## config.mk

```make
export PLATFORM = sky130hd
export DESIGN_NAME = cfg_reset_seq
export DESIGN_NICKNAME = d
export VERILOG_FILES = /design/src/rtl/cfg_seq_pkg.sv /design/src/rtl/cfg_tick_div.sv /design/src/rtl/cfg_poll_timer.sv /design/src/rtl/cfg_reset_seq.sv
export SDC_FILE = /design/constraint.sdc
export NUM_CORES = 1
export LEC_CHECK = 0
export ABC_AREA = 1
export BUFFER_PORTS_ARGS = -buffer_cell sky130_fd_sc_hd__buf_4
export CORE_MARGIN = 4
export CORE_UTILIZATION = 64
export DETAILED_ROUTE_END_ITERATION = 8
export HOLD_SLACK_MARGIN = 0.1
export PLACE_DENSITY = 0.94
export SETUP_SLACK_MARGIN = 0.5
export SYNTH_ARGS = -nofsm -noshare
export SYNTH_HDL_FRONTEND = slang
export SYNTH_SLANG_ARGS = --single-unit
```

## constraint.sdc

```tcl
create_clock -name clk -period 5.2 [get_ports clk]
set_input_delay 0.52 -clock clk [delete_from_list [all_inputs] [get_ports clk]]
set_output_delay 0.52 -clock clk [all_outputs]
set_load 0.05 [all_outputs]
```

## src/rtl/cfg_seq_pkg.sv

```systemverilog
package cfg_seq_pkg;
  localparam int unsigned VEC_W = 4;

  localparam logic [VEC_W-1:0] VEC_NONE   = 4'h0;
  localparam logic [VEC_W-1:0] VEC_ALL    = 4'hF;
  localparam logic [VEC_W-1:0] SHIFT_P2F  = 4'hA;

  typedef enum logic [3:0] {
    ST_IDLE,
    ST_RST_ALL,
    ST_ISO_OFF,
    ST_ISO_P2F,
    ST_WAIT_HI1,
    ST_WAIT_LO,
    ST_WAIT_HI2,
    ST_LOAD,
    ST_FIN_SHIFT
  } seq_state_e;
endpackage

```

## src/rtl/cfg_tick_div.sv

```systemverilog
module cfg_tick_div #(
  parameter int unsigned DIV = 50
) (
  input  logic clk,
  input  logic rst_n,
  input  logic clr_i,
  output logic tick_o
);
  localparam int unsigned CW = (DIV > 1) ? $clog2(DIV) : 1;
  localparam logic [CW-1:0] LAST = CW'(DIV - 1);

  logic [CW-1:0] cnt_q, cnt_d;

  always_comb begin
    if (clr_i)              cnt_d = '0;
    else if (cnt_q == LAST) cnt_d = '0;
    else                    cnt_d = cnt_q + 1'b1;
  end

  always_ff @(posedge clk or negedge rst_n) begin
    if (!rst_n) cnt_q <= '0;
    else        cnt_q <= cnt_d;
  end

  assign tick_o = (cnt_q == LAST);
endmodule

```

## src/rtl/cfg_poll_timer.sv

```systemverilog
module cfg_poll_timer #(
  parameter int unsigned PERIOD = 20,
  parameter int unsigned LIMIT  = 2500000
) (
  input  logic clk,
  input  logic rst_n,
  input  logic run_i,
  input  logic clr_i,
  input  logic tick_i,
  output logic sample_o,
  output logic expire_o
);
  localparam int unsigned PW = (PERIOD > 1) ? $clog2(PERIOD) : 1;
  localparam int unsigned LW = (LIMIT > 1) ? $clog2(LIMIT) : 1;
  localparam logic [PW-1:0] P_LAST = PW'(PERIOD - 1);
  localparam logic [LW-1:0] L_LAST = LW'(LIMIT - 1);

  logic [PW-1:0] phase_q, phase_d;
  logic [LW-1:0] elap_q, elap_d;

  always_comb begin
    phase_d = phase_q;
    elap_d  = elap_q;
    if (!run_i || clr_i) begin
      phase_d = '0;
      elap_d  = '0;
    end else if (tick_i) begin
      phase_d = (phase_q == P_LAST) ? '0 : phase_q + 1'b1;
      elap_d  = elap_q + 1'b1;
    end
  end

  always_ff @(posedge clk or negedge rst_n) begin
    if (!rst_n) begin
      phase_q <= '0;
      elap_q  <= '0;
    end else begin
      phase_q <= phase_d;
      elap_q  <= elap_d;
    end
  end

  assign sample_o = run_i && tick_i && (phase_q == P_LAST);
  assign expire_o = run_i && tick_i && (elap_q == L_LAST);

  // the sample phase never leaves its range
  p_phase_range_r3: assert property (@(posedge clk) disable iff (!rst_n)
    phase_q <= P_LAST);
endmodule

```

## src/rtl/cfg_reset_seq.sv

```systemverilog
module cfg_reset_seq
  import cfg_seq_pkg::*;
#(
  parameter int unsigned TICK_DIV    = 50,
  parameter int unsigned POLL_PERIOD = 20,
  parameter int unsigned POLL_LIMIT  = 2500000
) (
  input  logic             clk,
  input  logic             rst_n,
  input  logic             start_i,
  input  logic             partial_i,
  input  logic             done_seen_i,
  input  logic             init_i,
  output logic             prog_o,
  output logic [VEC_W-1:0] dom_rst_o,
  output logic [VEC_W-1:0] shift_en_o,
  output logic             busy_o,
  output logic             data_ready_o,
  output logic             timeout_err_o
);
  seq_state_e       state_q, state_d;
  logic             prog_q, prog_d;
  logic [VEC_W-1:0] dom_q, dom_d, shift_q, shift_d;
  logic             ready_q, ready_d, err_q, err_d, part_q, part_d;
  logic             step, waiting, tick, sample, expire;

  assign step    = (state_d != state_q);
  assign waiting = (state_q == ST_WAIT_HI1) || (state_q == ST_WAIT_LO) ||
                   (state_q == ST_WAIT_HI2);

  cfg_tick_div #(.DIV(TICK_DIV)) u_tick (
    .clk(clk), .rst_n(rst_n), .clr_i(step), .tick_o(tick)
  );

  cfg_poll_timer #(.PERIOD(POLL_PERIOD), .LIMIT(POLL_LIMIT)) u_timer (
    .clk(clk), .rst_n(rst_n), .run_i(waiting), .clr_i(step),
    .tick_i(tick), .sample_o(sample), .expire_o(expire)
  );

  always_comb begin
    state_d = state_q;
    prog_d  = prog_q;
    dom_d   = dom_q;
    shift_d = shift_q;
    ready_d = 1'b0;
    err_d   = err_q;
    part_d  = part_q;
    unique case (state_q)
      ST_IDLE: if (start_i) begin
        err_d  = 1'b0;
        part_d = partial_i;
        if (partial_i) begin
          state_d = ST_LOAD;
          ready_d = 1'b1;
        end else begin
          state_d = ST_RST_ALL;
          dom_d   = VEC_ALL;
        end
      end
      ST_RST_ALL: begin
        shift_d = VEC_NONE;
        state_d = ST_ISO_OFF;
      end
      ST_ISO_OFF: begin
        shift_d = SHIFT_P2F;
        state_d = ST_ISO_P2F;
      end
      ST_ISO_P2F: begin
        prog_d  = 1'b1;
        state_d = ST_WAIT_HI1;
      end
      ST_WAIT_HI1: begin
        if (sample && init_i) begin
          prog_d  = 1'b0;
          state_d = ST_WAIT_LO;
        end else if (expire) begin
          err_d   = 1'b1;
          state_d = ST_IDLE;
        end
      end
      ST_WAIT_LO: begin
        if (sample && !init_i) begin
          prog_d  = 1'b1;
          state_d = ST_WAIT_HI2;
        end else if (expire) begin
          err_d   = 1'b1;
          state_d = ST_IDLE;
        end
      end
      ST_WAIT_HI2: begin
        if (sample && init_i) begin
          ready_d = 1'b1;
          state_d = ST_LOAD;
        end else if (expire) begin
          err_d   = 1'b1;
          state_d = ST_IDLE;
        end
      end
      ST_LOAD: if (done_seen_i) begin
        if (part_q) begin
          state_d = ST_IDLE;
        end else begin
          shift_d = VEC_ALL;
          state_d = ST_FIN_SHIFT;
        end
      end
      ST_FIN_SHIFT: begin
        dom_d   = VEC_NONE;
        state_d = ST_IDLE;
      end
      default: state_d = ST_IDLE;
    endcase
  end

  always_ff @(posedge clk or negedge rst_n) begin
    if (!rst_n) begin
      state_q <= ST_IDLE;
      prog_q  <= 1'b0;
      dom_q   <= VEC_NONE;
      shift_q <= VEC_NONE;
      ready_q <= 1'b0;
      err_q   <= 1'b0;
      part_q  <= 1'b0;
    end else begin
      state_q <= state_d;
      prog_q  <= prog_d;
      dom_q   <= dom_d;
      shift_q <= shift_d;
      ready_q <= ready_d;
      err_q   <= err_d;
      part_q  <= part_d;
    end
  end

  assign prog_o        = prog_q;
  assign dom_rst_o     = dom_q;
  assign shift_en_o    = shift_q;
  assign busy_o        = (state_q != ST_IDLE);
  assign data_ready_o  = ready_q;
  assign timeout_err_o = err_q;

  // processor-to-fabric-only isolation appears only under full reset
  p_iso_under_reset_r2: assert property (@(posedge clk) disable iff (!rst_n)
    (shift_en_o == SHIFT_P2F) |-> (dom_rst_o == VEC_ALL));

  // the program pulse moves only during a sequence
  p_prog_busy_r3: assert property (@(posedge clk) disable iff (!rst_n)
    !$stable(prog_o) |-> busy_o);

  // the error flag rises together with the return to idle
  p_err_idle_r4: assert property (@(posedge clk) disable iff (!rst_n)
    $rose(timeout_err_o) |-> !busy_o);

  // ready-for-data lasts a single cycle
  p_ready_pulse_r6: assert property (@(posedge clk) disable iff (!rst_n)
    data_ready_o |=> !data_ready_o);

  // resets are released only after all shifters are open
  p_release_order_r7: assert property (@(posedge clk) disable iff (!rst_n)
    (dom_rst_o == VEC_NONE && $past(dom_rst_o) == VEC_ALL) |->
      (shift_en_o == VEC_ALL));
endmodule

```

Word level (Yosys, flattened, before mapping)
Cells that the tools add are included.
Word-level totals
  flip-flop bits (word level): 49
  bits of input ports: 6
  output and inout port bits: 12
  word-level logic and storage cells: 90
Operators by class
  $add $sub $neg: 3
  eq/ne operators: 20
  multiplexer cells: 34
  reductions and logical operators: 23
Operators with widths (number)
  $mux 22: 2
  $mux 4: 11
  $pmux 4 s8: 1
  $add 22x1->22 const B: 1
  $eq 22x22->1 const B: 1
  $eq 4x3->1 const B: 4
  $mux 5: 3
  $mux 6: 2
  $ne 2x2->1 const B: 6
  $pmux 4 s3: 1
  $mux 1: 9
  $reduce_and 3->1: 3
  $reduce_bool 3->1: 3
  $eq 4x2->1 const B: 2
  $pmux 4 s2: 1
  $add 6x1->6 const B: 1
  $eq 6x6->1 const B: 1
  $pmux 1 s3: 2
  $add 5x1->5 const B: 1
  $eq 5x5->1 const B: 1
  $logic_and 1x1->1: 5
  $eq 4x1->1 const B: 1
  $eq 4x4->1 const B: 1
  $logic_not 4->1: 1
  other kinds (11): 16

Logic depth before layout (Yosys ltp)
  word-level depth: 11
  gate-level depth with buffers: 18
  gate-level depth less buffers: 17

Modules after synthesis
From an unflattened synthesis, not the netlist that was laid out.
Unflattened totals
  cells, all modules: 367
  area total of the unflattened synthesis: 2687.6 sq um
Modules (own cells, without submodules)
  cfg_poll_timer: instances 1, cells each 230, area each 1625.3 sq um, sequential area each 675.6 sq um
  cfg_reset_seq: instances 1, cells each 103, area each 765.7 sq um, sequential area each 275.3 sq um
  cfg_tick_div: instances 1, cells each 34, area each 296.5 sq um, sequential area each 150.1 sq um

Worst setup path after synthesis
OpenSTA, ideal clock, no wires.
  path kind: register to register
  start: reg state_q[0]
  end: reg u_timer.elap_q[6]
  setup time: 0.080 ns
  arrival: 2.096 ns
  required time: 5.120 ns
  slack: 3.024 ns
  stages on the path, launching flop included: 13
  buffers on the path: 1
  clock period less this slack: 2.176 ns
  path through: dfrtp_1 -> nor2_1 -> nand2_1 -> nor2_2 -> nand2_1 -> nand2_1 -> nor2_1 -> nand4_1 -> nand4_2 -> nor2_8 -> nand2_1 -> buf_4 -> nor3_2
On the way
  word-level cells in the longest chain between the ends: 11
  elaborated cells between the ends (all ways): 27
  those cells by class: eq/ne: 8; mux: 8; reduce/logical: 11
Ends and longest elaborated chain
  from (decl): RTL line cfg_reset_seq.sv:21  | seq_state_e state_q, state_d;
  from (signal assigned): RTL line cfg_reset_seq.sv:125  | state_q <= state_d;
  $eq 4x3->1: RTL line cfg_reset_seq.sv:28, cfg_reset_seq.sv:48
  $logic_or 1x1->1 (2 in a row): RTL line cfg_reset_seq.sv:28  | assign waiting = (state_q == ST_WAIT_HI1) || (state_q == ST_WAIT_LO) ||
  $logic_and 1x1->1: RTL line cfg_poll_timer.sv:43, cfg_poll_timer.sv:44
  $logic_and 1x1->1, on equally long branches: RTL line cfg_poll_timer.sv:44, cfg_poll_timer.sv:43
  $mux 4 (tied with other cells): RTL line cfg_reset_seq.sv:76, cfg_reset_seq.sv:85, cfg_reset_seq.sv:94
  $mux 4, on equally long branches: RTL line cfg_reset_seq.sv:91, cfg_reset_seq.sv:73, cfg_reset_seq.sv:82
  $pmux 4 s8: RTL line cfg_reset_seq.sv:48  | unique case (state_q)
  $ne 4x4->1: RTL line cfg_reset_seq.sv:27  | assign step = (state_d != state_q);
  $logic_or 1x1->1 *: RTL line cfg_poll_timer.sv:24  | if (!run_i || clr_i) begin
  $mux 22 or $reduce_bool 2->1 (tied branches)
  to (signal assigned): RTL line cfg_poll_timer.sv:39  | elap_q <= elap_d;
  to (decl): RTL line cfg_poll_timer.sv:19  | logic [LW-1:0] elap_q, elap_d;
Every way passes the cells marked *; elsewhere a longest branch is shown, timed or not.
A chain may end at the register's enable or synchronous reset.

Worst setup path in the final report
  start: reg u_tick.cnt_q[1]
  end: reg u_timer.elap_q[12]
On the way
  word-level cells in the longest chain between the ends: 9
  elaborated cells between the ends (all ways): 15
  those cells by class: eq/ne: 2; mux: 6; reduce/logical: 7
Ends and longest elaborated chain
  from (decl): RTL line cfg_tick_div.sv:12  | logic [CW-1:0] cnt_q, cnt_d;
  from (signal assigned): RTL line cfg_tick_div.sv:22  | else cnt_q <= cnt_d;
  $eq 6x6->1 *: RTL line cfg_tick_div.sv:25  | assign tick_o = (cnt_q == LAST);
  $logic_and 1x1->1 *: RTL line cfg_poll_timer.sv:43, cfg_poll_timer.sv:44
  $logic_and 1x1->1, on equally long branches: RTL line cfg_poll_timer.sv:44, cfg_poll_timer.sv:43
  $mux 4 (tied with other cells): RTL line cfg_reset_seq.sv:76, cfg_reset_seq.sv:85, cfg_reset_seq.sv:94
  $mux 4, on equally long branches: RTL line cfg_reset_seq.sv:91, cfg_reset_seq.sv:73, cfg_reset_seq.sv:82
  $pmux 4 s8 *: RTL line cfg_reset_seq.sv:48
  via state_d[0]: RTL line cfg_reset_seq.sv:21
  $ne 4x4->1 *: RTL line cfg_reset_seq.sv:27
  $logic_or 1x1->1 *: RTL line cfg_poll_timer.sv:24
  $mux 22 or $reduce_bool 2->1 (tied branches)
The timed path passes the listed nets; every way through them passes the cells marked *.

==> impl_results.md <==
* Status: completed
* Power Internal at 768 uW
* Post-DP Area at 0.00261 mm^2
* Hold crit path type: in -> async
* Routed vias/inst at 5.54
* Arr. time, crit path at 3.02 ns
* Post-Syn Nets at 317
* CP delay by family, top: simple AND/OR/NAND/NOR gates
* Final Cell Area at 0.00277 mm^2
* Max_slew headroom at 54.8%
* Synthesized instance count at 307
* Final Skew at 0.0128 ns
* Sw frac at 42.6%
* Initial antenna violation count at 0
* Worst-margin pin slew at 0.677 ns
* Number of cell rows at 22
* Cells after DPL at 363
* Setup crit start: u_tick.cnt_q[1]
* Syn Std Cell Area at 0.00248 mm^2
* GPL Wtd Cong at 0.915
* Final ANT Viol Nets at 0
* Sequence of cells on the critical path: inv_1 > ha_1 > nand2_1 > nor2_1 > nand2_2 > nor2_8 > nand4_2 > nand2_1 > nand2_1 > nand2_1 > nand3_1 > nand2_1 > inv_2 > nor2_8 > nand2_1 > nor2_1
* Largest net degree at the start of global routing at 45
* DP Worst Slack at 2.43 ns
* CTS tree: done
* PnR worst setup slack at 2.40 ns
* Drt first pass iters at 5
* Sink Count at 44
* Cell variety after synth at 30
* Vias at 2057
* Die X at 70.3 um
* Top cell by count, worst path: nand2_1
* Placeable Area at 0.00372 mm^2
* NumNets Final at 332
* Initial Utilization at 66.8%
* Synthesis warning total at 0
* CTS root buffer: clkbuf_8
* Min Tclk post-route at 2.80 ns
* Combinational share of power at 41.8%
* Num CTS Buffers at 5
* Reg-to-reg setup timing slack at 2.40 ns
* Share of power burned in registers at 31.3%
* Total congestion overflow at 0
* Number of I/O pins at 18
* Postcts setup bufs at 0
* Setup crit end: u_timer.elap_q[12]
* Port Buf Inserts at 17
* Post-synthesis sequential area ratio at 44.3%
* Overall Global Routing Usage at 22.3%
* Htree depth at 2
* Crit. path cell count at 16
* Crit path launch type: flop
* Reg2reg path depth at 16
* Power per Cell Area at 483 mW/mm^2
* Slowest stage delay, CP at 0.44 ns
* Crit path max fanout at 20
* Final TNS setup at 0 ns
* Deepest clock path buffer count at 2
* WP data required at 5.42 ns
* Period utilization at 53.9%
* Final Hold Fails at 0
* # setup viols final at 0
* Clk Latency, worst-skew pair at 0.30 ns
* Critical setup path kind: reg -> reg
* First-pass GRT wire length at 8920 um
* Mean Syn Cell Area at 8.09 um^2
* Switch Pwr at 569 uW
* Buf+Inv Stages, Crit Path at 2
* Max frequency at 357 MHz
* RSZ-0062 raised after global routing: false
* Yosys reg bits at 44
* Crit end category: flop
* Worst flop-to-flop path startpoint: u_tick.cnt_q[1]
* Post-DR wirelength/cell at 13.6 um
* WL final at 5050 um
* Worst-path clk slew at 0.09 ns
* Vias in the first global route at 1965
* Die area at 0.00494 mm^2
* Max cap viols at 0
* Die Y at 70.3 um
* Area Growth Syn to Fin at 11.5%
* CP max-delay cell: nand2_1
* R2r endpoint: u_timer.elap_q[12]
* Ant. Diodes at 0
* Pleak at 0.00135 uW
* Slew Limit Fails at 0
* Remaining DRCs at 0
* PostCTS Resize Cnt at 0
* Clock power share at 27.0%
* Layout cells sized above 1 at 15.8%
* Worst VDD drop at 0.000441 V
* Starting DRT DRC Count at 191
* Hold buffers post-CTS at 0
* Final std cells w/o fill at 371
* HPWL after detailed placement at 3440 um
## power by group through the flow
stage	combinational (uW)	sequential, uW	clock, uW
5_1_grt	612	423	379
2_1_floorplan	433	458	0
6_report	559	418	360
3_3_place_gp	544	421	0
3_5_place_dp	557	422	0
4_1_cts	559	417	366
## metrics by stage
stage | hold slack [ns] | util (%) | total power [uW]
6_report | 0.197 | 74.5 | 1340
5_1_grt | 0.231 | 74.5 | 1410
4_1_cts | 0.205 | 74.5 | 1340
3_5_place_dp | 0.489 | 70.2 | 979
3_3_place_gp | 0.483 | 70.2 | 965
2_1_floorplan | 0.224 | - | 892
## worst reg2reg max path: cells and delay by family (launching register included)
kind,cells,cell delay [ns]
DFF,1,0.40
adders and majority gates,1,0.16
and+or+nand+nor,13,2.05
buffers and inverters,2,0.13
## cell families (layout without fill, tap and decap cells)
logic type	Yosys count	count (layout)	share of synthesized area, %
AOI/OAI and AO/OA	10	10	2.42
and+or+nand+nor	180	180	35.1
buffers and inverters	46	62	8.06
adders and majority gates	4	4	2.02
xor gates and xnor gates	23	23	8.11
DFF	44	44	44.3
## synthesized netlist by cell type
library cell   n  area, um^2
nor2_8         2        40.0
a31oi_1        1        6.26
a211o_1        1        8.76
nor3_1         5        25.0
or2_2          1        6.26
nor3b_1        1        7.51
dfrtp_1       44        1100
nand3b_1       1        7.51
nor3_2         1        10.0
nor4_1         2        12.5
xnor2_1        6        52.6
buf_2          1        5.00
nor2_1        54         203
xor2_1        17         149
and3_1         1        6.26
nor2_2         5        31.3
o21ba_2        1        10.0
buf_4          7        52.6
inv_2          6        22.5
ha_1           4        50.1
nand4_1       17         106
nand3_1       24         120
nand2_1       56         210
nor2_4         2        22.5
a21oi_1        2        10.0
nand2_2        6        37.5
inv_1         31         116
o21ai_0        5        25.0
clkbuf_1       1        3.75
nand4_2        2        25.0
## placed cells by master, fill, tap and decap left out, types with 3 or more instances in the layout
| cell | Yosys | final |
|---|---|---|
| nor3_1 | 5 | 5 |
| xor2_1 | 17 | 17 |
| dfrtp_1 | 44 | 44 |
| ha_1 | 4 | 4 |
| nor2_1 | 54 | 54 |
| inv_2 | 6 | 6 |
| clkbuf_8 | 0 | 5 |
| nor2_2 | 5 | 5 |
| nand4_1 | 17 | 17 |
| nand2_2 | 6 | 6 |
| bufinv_16 | 0 | 3 |
| o21ai_0 | 5 | 5 |
| nand3_1 | 24 | 24 |
| xnor2_1 | 6 | 6 |
| buf_4 | 7 | 17 |
| nand2_1 | 56 | 56 |
| inv_1 | 31 | 31 |
## worst min-delay path by stage
stage,start,end
after floorplan,rst_n,data_ready_o
after global placement,u_tick.cnt_q[0],u_tick.cnt_q[0]
after detailed placement,u_tick.cnt_q[0],u_tick.cnt_q[0]
after CTS,rst_n,u_timer.elap_q[9]
after global routing,rst_n,u_timer.elap_q[9]
final,rst_n,u_timer.elap_q[9]
## state kept, by name, indices dropped and copies added, names as in the netlist
name / cells
timeout_err_o: 1
state_q: 4
shift_en_o: 2
prog_o: 1
u_tick.cnt_q: 6
data_ready_o: 1
u_timer.elap_q: 22
u_timer.phase_q: 5
dom_rst_o: 1
part_q: 1
## layer usage
layer	vias up	GRT usage (%)	part of all wire, %
met1	967	28.7	44
met4	0	8.30	2.0
met5	-	0	0
met2	76	36.7	48
met3	11	4.89	5.3
li1	1003	-	-
## area by class of cell
| class | instances | area, um^2 |
|---|---|---|
| clock buffers | 5 | 68.8 |
| clock inverters | 3 | 90.1 |
| fillers | 261 | 947 |
| inverters | 37 | 139 |
| multi-input cells | 217 | 1180 |
| flip-flops and latches | 44 | 1100 |
| well taps | 48 | 60.1 |
| repair buffers | 17 | 128 |
Note: power is estimated with default switching activity, not from simulation.
